`config.mk`:
```
export PLATFORM = sky130hd
export DESIGN_NAME = alu_flags_unit
export DESIGN_NICKNAME = d
export VERILOG_FILES = /design/src/rtl/alu_flags_pkg.sv /design/src/rtl/alu_addsub.sv /design/src/rtl/alu_bitops.sv /design/src/rtl/alu_status_reg.sv /design/src/rtl/alu_flags_unit.sv
export SDC_FILE = /design/constraint.sdc
export NUM_CORES = 1
export LEC_CHECK = 0
export ABC_AREA = 1
export BUFFER_PORTS_ARGS = -buffer_cell sky130_fd_sc_hd__buf_2
export CORE_UTILIZATION = 30
export DETAILED_ROUTE_END_ITERATION = 6
export GPL_TIMING_DRIVEN = 0
export PLACE_DENSITY = 0.48
export SYNTH_ARGS = -nofsm -noshare
export SYNTH_HDL_FRONTEND = slang
export SYNTH_SLANG_ARGS = --single-unit
```
`constraint.sdc`:
```
create_clock -name clk -period 2.6 [get_ports clk]
set_input_delay 0.26 -clock clk [delete_from_list [all_inputs] [get_ports clk]]
set_output_delay 0.26 -clock clk [all_outputs]
set_load 0.01 [all_outputs]
```
`src/rtl/alu_flags_pkg.sv`:
```
package alu_flags_pkg;

    typedef enum logic [3:0] {
        OP_ADD = 4'd0,
        OP_SUB = 4'd1,
        OP_INC = 4'd2,
        OP_DEC = 4'd3,
        OP_AND = 4'd4,
        OP_OR  = 4'd5,
        OP_XOR = 4'd6,
        OP_NOT = 4'd7,
        OP_SHL = 4'd8,
        OP_SHR = 4'd9,
        OP_SAR = 4'd10,
        OP_CMP = 4'd11
    } alu_op_e;

    // bit positions inside the status byte
    localparam int FB_SIGN  = 7;
    localparam int FB_ZERO  = 6;
    localparam int FB_AUX   = 4;
    localparam int FB_PAR   = 2;
    localparam int FB_CARRY = 0;

endpackage

```
`src/rtl/alu_addsub.sv`:
```
module alu_addsub
    import alu_flags_pkg::*;
#(
    parameter int W = 16
) (
    input  alu_op_e        op,
    input  logic [W-1:0]   a,
    input  logic [W-1:0]   b,
    output logic [W-1:0]   sum,
    output logic           carry,
    output logic           aux,
    output logic           ovf
);
    logic         sub;
    logic         use_one;
    logic [W-1:0] y;
    logic [W-1:0] yi;
    logic [W:0]   wide;
    logic [4:0]   nib;

    always_comb begin
        use_one = (op == OP_INC) || (op == OP_DEC);
        sub     = (op == OP_SUB) || (op == OP_DEC) || (op == OP_CMP);
        y       = use_one ? W'(1) : b;
        yi      = sub ? ~y : y;
        wide    = {1'b0, a} + {1'b0, yi} + (W+1)'(sub);
        nib     = {1'b0, a[3:0]} + {1'b0, yi[3:0]} + 5'(sub);
        sum     = wide[W-1:0];
        // a subtract reports borrow, the inverse of the adder carry
        carry   = wide[W] ^ sub;
        aux     = nib[4] ^ sub;
        ovf     = (a[W-1] == yi[W-1]) && (sum[W-1] != a[W-1]);
    end
endmodule

```
`src/rtl/alu_bitops.sv`:
```
module alu_bitops
    import alu_flags_pkg::*;
#(
    parameter int W   = 16,
    parameter int SHW = 4
) (
    input  alu_op_e        op,
    input  logic [W-1:0]   a,
    input  logic [W-1:0]   b,
    input  logic [SHW-1:0] amt,
    output logic [W-1:0]   res,
    output logic           shout
);
    logic [W:0] shl_w;
    logic [W:0] shr_w;
    logic [W:0] sar_w;

    always_comb begin
        // one guard bit on the far side catches the last bit moved out
        shl_w = {1'b0, a} << amt;
        shr_w = {a, 1'b0} >> amt;
        sar_w = $signed({a, 1'b0}) >>> amt;
        res   = '0;
        shout = 1'b0;
        case (op)
            OP_AND:  res = a & b;
            OP_OR:   res = a | b;
            OP_XOR:  res = a ^ b;
            OP_NOT:  res = ~a;
            OP_SHL:  begin res = shl_w[W-1:0]; shout = shl_w[W]; end
            OP_SHR:  begin res = shr_w[W:1];   shout = shr_w[0]; end
            OP_SAR:  begin res = sar_w[W:1];   shout = sar_w[0]; end
            default: ;
        endcase
    end
endmodule

```
`src/rtl/alu_status_reg.sv`:
```
module alu_status_reg (
    input  logic       clk,
    input  logic       rst_n,
    input  logic       we,
    input  logic [7:0] d_flags,
    input  logic       d_ovf,
    output logic [7:0] q_flags,
    output logic       q_ovf
);
    always_ff @(posedge clk or negedge rst_n) begin
        if (!rst_n) begin
            q_flags <= 8'h00;
            q_ovf   <= 1'b0;
        end else if (we) begin
            q_flags <= d_flags;
            q_ovf   <= d_ovf;
        end
    end
endmodule

```
`src/rtl/alu_flags_unit.sv`:
```
module alu_flags_unit
    import alu_flags_pkg::*;
#(
    parameter int W = 16
) (
    input  logic         clk,
    input  logic         rst_n,
    input  logic [3:0]   op_i,
    input  logic [W-1:0] a_i,
    input  logic [W-1:0] b_i,
    input  logic         flag_we_i,
    output logic [W-1:0] result_o,
    output logic         result_valid_o,
    output logic [7:0]   flags_o,
    output logic         overflow_o
);
    localparam int SHW = $clog2(W);

    alu_op_e        op;
    logic [SHW-1:0] amt;
    logic [W-1:0]   as_sum;
    logic           as_carry, as_aux, as_ovf;
    logic [W-1:0]   bo_res;
    logic           bo_shout;
    logic [7:0]     nxt_flags;
    logic           nxt_ovf;
    logic [W-1:0]   val;
    logic           upd_szp;

    assign op  = alu_op_e'(op_i);
    assign amt = b_i[SHW-1:0];

    alu_addsub #(.W(W)) u_addsub (
        .op(op), .a(a_i), .b(b_i),
        .sum(as_sum), .carry(as_carry), .aux(as_aux), .ovf(as_ovf)
    );

    alu_bitops #(.W(W), .SHW(SHW)) u_bitops (
        .op(op), .a(a_i), .b(b_i), .amt(amt),
        .res(bo_res), .shout(bo_shout)
    );

    always_comb begin
        nxt_flags      = flags_o;
        nxt_ovf        = overflow_o;
        result_o       = '0;
        result_valid_o = 1'b0;
        val            = '0;
        upd_szp        = 1'b0;
        case (op)
            OP_ADD, OP_SUB: begin
                result_o            = as_sum;
                result_valid_o      = 1'b1;
                val                 = as_sum;
                upd_szp             = 1'b1;
                nxt_flags[FB_CARRY] = as_carry;
                nxt_flags[FB_AUX]   = as_aux;
                nxt_ovf             = as_ovf;
            end
            OP_INC, OP_DEC: begin
                result_o          = as_sum;
                result_valid_o    = 1'b1;
                val               = as_sum;
                upd_szp           = 1'b1;
                nxt_flags[FB_AUX] = as_aux;
                nxt_ovf           = as_ovf;
            end
            OP_CMP: begin
                val                 = as_sum;
                upd_szp             = 1'b1;
                nxt_flags[FB_CARRY] = as_carry;
                nxt_flags[FB_AUX]   = as_aux;
                nxt_ovf             = as_ovf;
            end
            OP_AND, OP_OR, OP_XOR, OP_NOT: begin
                result_o            = bo_res;
                result_valid_o      = 1'b1;
                val                 = bo_res;
                upd_szp             = 1'b1;
                nxt_flags[FB_CARRY] = 1'b0;
                nxt_flags[FB_AUX]   = 1'b0;
                nxt_ovf             = 1'b0;
            end
            OP_SHL, OP_SHR, OP_SAR: begin
                result_o          = bo_res;
                result_valid_o    = 1'b1;
                val               = bo_res;
                upd_szp           = 1'b1;
                if (amt != '0) nxt_flags[FB_CARRY] = bo_shout;
                nxt_flags[FB_AUX] = 1'b0;
                nxt_ovf           = 1'b0;
            end
            default: ;
        endcase
        if (upd_szp) begin
            nxt_flags[FB_SIGN] = val[W-1];
            nxt_flags[FB_ZERO] = (val == '0);
            nxt_flags[FB_PAR]  = ~^val[7:0];
        end
        nxt_flags[5] = 1'b0;
        nxt_flags[3] = 1'b0;
        nxt_flags[1] = 1'b0;
    end

    alu_status_reg u_status (
        .clk(clk), .rst_n(rst_n), .we(flag_we_i),
        .d_flags(nxt_flags), .d_ovf(nxt_ovf),
        .q_flags(flags_o), .q_ovf(overflow_o)
    );
endmodule

```
Yosys cells after proc, flatten, opt, wreduce, memory -nomap -nowiden. Index checks and enable logic that the tools add are counted. W data, S select, Z words.

Flip-flop bits (word level): 6. Latch bits: 0. Memory bits (writable): 0. ROM bits: 0. Input port bits: 39. Output and inout port bits: 26. Logic and storage cells: 65. Memories: 0.

Add/sub/neg operators: 4. $mul: 0. Div/mod/pow operators: 0. $lt $le $gt $ge: 0. Equality and inequality tests: 14. Shift-type cells: 3. Multiplexer cells: 12. Bitwise logic cells: 7. Reduce and logical (&&, ||, !) cells: 21.

Operator list (count): $pmux W16 S7 (1); $pmux W16 S2 (2); $mux W16 (2); $not A16 Y16 (2); $add A16 B16 Y17 (1); $add A17 B1 Y17 (1); $shl A16 B4 Y17 (1); $shr A17 B4 Y17 (1); $sshr A17 B4 Y17 (1); $and A16 B16 Y16 (1); $eq A4 B3 Y1 const B (4); $eq A4 B4 Y1 const B (4); $logic_not A16 Y1 (1); $or A16 B16 Y16 (1); $xor A16 B16 Y16 (1); $reduce_or A12 Y1 (1); $reduce_or A11 Y1 (1); $eq A4 B2 Y1 const B (2); $reduce_or A4 Y1 (2); $reduce_xnor A8 Y1 (1); $reduce_or A7 Y1 (1); $pmux W1 S3 (2); $reduce_or A3 Y1 (2); $add A4 B4 Y5 (1); 17 further kinds (24).

Logic depth before layout (Yosys ltp).
Depth in word-level cells: 10. Mapped depth: 24. Mapped depth without buffers: 24.

Cells and area by module. Synthesis repeated with hierarchy kept, for this count alone.

Cells, all modules: 841. Area, all modules: 4660.7 sq um.

By module, submodules not included: alu_bitops (times used 1, cells an instance 509, area an instance 2581.2 sq um, sequential area each 0.0 sq um); alu_addsub (times used 1, cells an instance 172, area an instance 1109.8 sq um, sequential area each 0.0 sq um); alu_flags_unit (times used 1, cells an instance 122, area an instance 628.1 sq um, sequential area each 0.0 sq um); alu_status_reg (times used 1, cells an instance 38, area an instance 341.6 sq um, sequential area each 225.2 sq um).

Worst setup path after synthesis. OpenSTA, ideal clock, no wires.

Kind: in2reg. Start: input port b_i[3]. End: register u_status.q_flags[6]. Setup time: 0.066 ns. Arrival: 2.840 ns. Required time: 2.534 ns. Path slack: -0.306 ns. Stages on the path: 21. Path buffers: 2. Cell sequence: clkbuf_1 -> clkbuf_1 -> nand2_1 -> xnor2_1 -> ha_1 -> a21oi_1 -> nand2_1 -> nand3_1 -> nand2_1 -> xnor2_1 -> nor2_1 -> nor2_1 -> ha_1 -> nand4_1 -> nor2_1 -> nand3_1 -> nor2_1 -> nand2_1 -> nor2_1 -> nand2_1 -> nand2_1.

Cells in the longest elaborated chain, start to end: 7. Elaborated cells between the ends (all ways): 14. Classes of those cells: 2 x add/sub; 3 x shift; 4 x mux; 4 x bitwise; 1 x reduce/logical.

RTL lines: from (decl) (line alu_flags_unit.sv:10) `input logic [W-1:0] b_i,`; $mux W16 (line alu_addsub.sv:24) `y = use_one ? W'(1) : b;`; $not A16 Y16 (line alu_addsub.sv:25) `yi = sub ? ~y : y;`; $mux W16 (line alu_addsub.sv:25); $add A16 B16 Y17 (line alu_addsub.sv:26) `wide = {1'b0, a} + {1'b0, yi} + (W+1)'(sub);`; $add A17 B1 Y17 (line alu_addsub.sv:26); $pmux W16 S2 * (line alu_flags_unit.sv:50) `case (op)`; $logic_not A16 Y1 * (line alu_flags_unit.sv:97) `nxt_flags[FB_ZERO] = (val == '0);`; to (signal assigned) (line alu_status_reg.sv:15) `q_flags <= d_flags;`; to (decl) (line alu_status_reg.sv:7) `output logic [7:0] q_flags,`.

Mark *: on every way between the ends. The rest lies on a longest branch, timed or not. A chain may end at the register's enable or synchronous reset.

Final worst setup path.
Start: input port op_i[1]. End: output port result_o[15].

Cells in the longest elaborated chain, start to end: 8. Elaborated cells between the ends (all ways): 24. Classes of those cells: 2 x add/sub; 11 x eq/ne; 4 x mux; 1 x bitwise; 6 x reduce/logical.

RTL lines: from (decl) (line alu_flags_unit.sv:8) `input logic [3:0] op_i,`; $eq A4 B2 Y1, on equally long branches (line alu_addsub.sv:22, alu_flags_unit.sv:50, alu_addsub.sv:23); $logic_or A1 B1 Y1 (line alu_addsub.sv:22) `use_one = (op == OP_INC) || (op == OP_DEC);`; $mux W16 (line alu_addsub.sv:24); $not A16 Y16 (line alu_addsub.sv:25); $mux W16 (line alu_addsub.sv:25); $add A16 B16 Y17 (line alu_addsub.sv:26); $add A17 B1 Y17 (line alu_addsub.sv:26); $pmux W16 S2 * (line alu_flags_unit.sv:50); to (decl) (line alu_flags_unit.sv:12) `output logic [W-1:0] result_o,`.

Marks and branches as above.

==> flow_metrics.env <==
export IMPL_row_count=42
export IMPL_cts_max_path_buffers=2
export IMPL_rrSetupSlack_ns=1.95
export IMPL_timing_worst_setup_path_type="in -> out"
export IMPL_path_clk_slew_ns=0.03
export IMPL_port_buffers=61
export IMPL_powerDensity_mw_per_mm2=340.8
export IMPL_cts_buffers_inserted=3
export IMPL_dr_pass1_iters=5
export IMPL_finalPower_mw=1.987
export IMPL_arrival_ns=2.61
export IMPL_worst_pin_slew_ns=0.6338
export IMPL_dp_slack_ns=-0.8591
export IMPL_die_h_um=119.2
export IMPL_drtAntennaViolNets=0
export IMPL_die_x_um=119.2
export IMPL_min_period_over_period=1.105
export IMPL_hpwlAfterDp_um=16070
export IMPL_io_pins=65
export IMPL_place_congestion=1.006
export IMPL_synth_warnings=0
export IMPL_vias_per_cell=5.289
export IMPL_vdd_drop_max_v=0.0001746
export IMPL_rsz0062_at_grt="yes"
export IMPL_violations="negative setup slack"
export IMPL_period_minus_slack_ns=2.874
export IMPL_grt_usage=0.2787
export IMPL_drtIter0Drc=513
export IMPL_areaGrowthSynthToFinish_pct=41.56
export IMPL_hold_viol_final=0
export IMPL_r2r_end="u_status.q_flags[7]"
export IMPL_crit_fanout=5
export IMPL_fillers=1443
export IMPL_grt_pass1_vias=5186
export IMPL_slew_viol_final=0
export IMPL_synthesis_area_mm2=0.004119
export IMPL_critical_path_startpoint="op_i[1]"
export IMPL_overflow=0
export IMPL_synthArstFlopShare=1.000
export IMPL_r2r_cells=2
export IMPL_status="complete, but fails checks"
export IMPL_setup_ws_ns=-0.2741
export IMPL_synth_cells=749
export IMPL_via_count=5432
export IMPL_layout_nets=946
export IMPL_htreeDepth=1
export IMPL_synth_area_per_cell_um2=5.499
export IMPL_p_leak_nw=2.985
export IMPL_drc=0
export IMPL_synthTopCellsByArea="nand2_1 (22%), ha_1 (16%), inv_1 (7.6%)"
export IMPL_clock_root_buffer="clkbuf_16"
export IMPL_clock_latency_ns=0.23
export IMPL_grt_max_degree=12
export IMPL_dieArea_mm2=0.01420
export IMPL_slew_headroom=0.5775
export IMPL_synth_edf_count=0
export IMPL_drt_wirelength_per_cell_um=19.58
export IMPL_endpoint_kind="primary output"
export IMPL_fin_area_mm2=0.005831
export IMPL_crit_end="result_o[15]"
export IMPL_seq_area_frac_synth=0.03645
export IMPL_max_clock_freq_mhz=347.9
export IMPL_worstHoldPathType="in -> async"
export IMPL_setup_viol=10
export IMPL_coreArea_mm2=0.01330
export IMPL_synth_top_cell_area_share=0.2169
export IMPL_ys_ff_latch=6
export IMPL_layout_drive_gt1_share=0.2808
export IMPL_r2r_start="u_status.q_flags[7]"
export IMPL_grt_pass1_wl_um=30080
export IMPL_skew_ns=0
export IMPL_synth_area_leader_cell="nand2_1"
export IMPL_cts_sinks=6
export IMPL_postRouteWirelength_um=20110
export IMPL_post_dp_cell_area_mm2=0.004751
export IMPL_synth_cell_type_count=45
export IMPL_synth_flop_cell="dfrtp_1"
export IMPL_crit_path_start_kind="primary input"
export IMPL_start_util=0.3098
export IMPL_cap_violations=0
export IMPL_cp_required_ns=2.34
export IMPL_antennaDiodeCount=0
export IMPL_cts_tree="done"
export IMPL_antenna_found_initial=0
## metrics by stage
stage / setup TNS, ns / instances / hold slack [ns] / utilization
floorplan: -0.06259 / 751 / -0.03559 / -
global placement: -7.399 / 988 / 0.08611 / 0.3573
detailed placement: -7.504 / 988 / 0.08814 / 0.3573
CTS: -1.886 / 1013 / 0.3875 / 0.4004
global route: -3.333 / 1027 / 0.3922 / 0.4385
finish: -1.693 / 1027 / 0.3846 / 0.4385
## what timing repair did
action,in CTS,in global routing
hold buffers,1,0
pin swaps,37,51
setup endpoints to repair,19,19
cloned,1,1
resized for setup,77,82
endpoints found under the hold margin,6,0
setup buffers,21,14
## worst min-delay path by stage
| stage | start | to | slack (ns) | cells past startpoint |
|---|---|---|---|---|
| floorplan | rst_n | u_status.q_flags[0] | -0.04 | 0 |
| global placement | rst_n | u_status.q_flags[6] | 0.09 | 1 |
| detailed placement | rst_n | u_status.q_flags[0] | 0.09 | 1 |
| CTS | rst_n | u_status.q_flags[0] | 0.39 | 2 |
| global route | rst_n | u_status.q_flags[0] | 0.39 | 2 |
| finish | rst_n | u_status.q_flags[0] | 0.38 | 2 |
## cells in the mapped netlist, types with 9 or more instances
| master | number |
|---|---|
| nor2_1 | 67 |
| buf_2 | 13 |
| inv_1 | 83 |
| xnor2_1 | 22 |
| nand3_1 | 44 |
| ha_1 | 53 |
| o211ai_1 | 9 |
| nand2_1 | 238 |
| o21ai_0 | 60 |
| a21oi_1 | 35 |
| o22ai_1 | 9 |
| nand2_2 | 9 |
## layout make-up
class,count,area (µm²),share of cell area
Multi-Input combinational cell,626,4063,0.6968
Timing Repair Buffer,98,723.2,0.1240
Inverter,89,345.3,0.05923
Buffer,29,254.0,0.04356
Tap cell,176,220.2,0.03777
Sequential cell,6,150.1,0.02575
Clock buffer,3,75.07,0.01288
## where the power goes
group | internal, mW | total, mW | switching, mW
Clock | 0.197 | 0.245 | 0.0484
Combinational | 0.675 | 1.62 | 0.943
Sequential | 0.114 | 0.124 | 0.00948
Total | 0.986 | 1.99 | 1.00
## cells by family after synthesis
group	after synthesis	synth area share
muxes	1	0.002430
xor gates and xnor gates	27	0.05741
buffers and inverters	119	0.1206
and+or+nand+nor	379	0.3809
adders and majority gates	54	0.1659
other	1	0.0009104
DFF	6	0.03645
AOI/OAI and AO/OA	162	0.2354
## routing by layer
metal | wire [µm] | vias to the layer above | global-route usage | share of wire
met4 | 373 | 0 | 0.05854 | 0.019
li1 | - | 2677 | - | -
met3 | 1233 | 25 | 0.02443 | 0.061
met1 | 9373 | 2534 | 0.4006 | 0.47
met5 | 0 | - | 0 | 0
met2 | 9133 | 196 | 0.4477 | 0.45
## flip-flops by register name, summed over array words and instances, names as in the netlist
register	flops
u_status.q_flags	5
u_status.q_ovf	1
## placed cells by master (no fill, tap or decap), drive strengths merged, types with 6 or more instances in the layout
master / n
a21o: 6
dfrtp: 6
nand4: 6
nor2: 69
o22ai: 9
o21ai: 65
a221oi: 7
ha: 53
inv: 87
xnor2: 22
nand3: 44
nand2: 251
a21oi: 35
o21a: 6
buf: 115
o211ai: 9
o2111ai: 6
clkbuf: 13
## critical path: stages
cell and delay, ns:
buf_12 0.11, nand2_4 0.06, inv_4 0.04, nand2_4 0.09
nand2_8 0.07, buf_12 0.14, buf_12 0.14, buf_12 0.13
xnor2_4 0.14, ha_4 0.22, a21o_1 0.18, a21oi_2 0.14
nor2_1 0.07, a211oi_2 0.29, nand2_2 0.12, nand2_2 0.08
nand2_2 0.05, o21bai_1 0.13, buf_2 0.15
No activity file was read; power rests on OpenSTA's default activity.
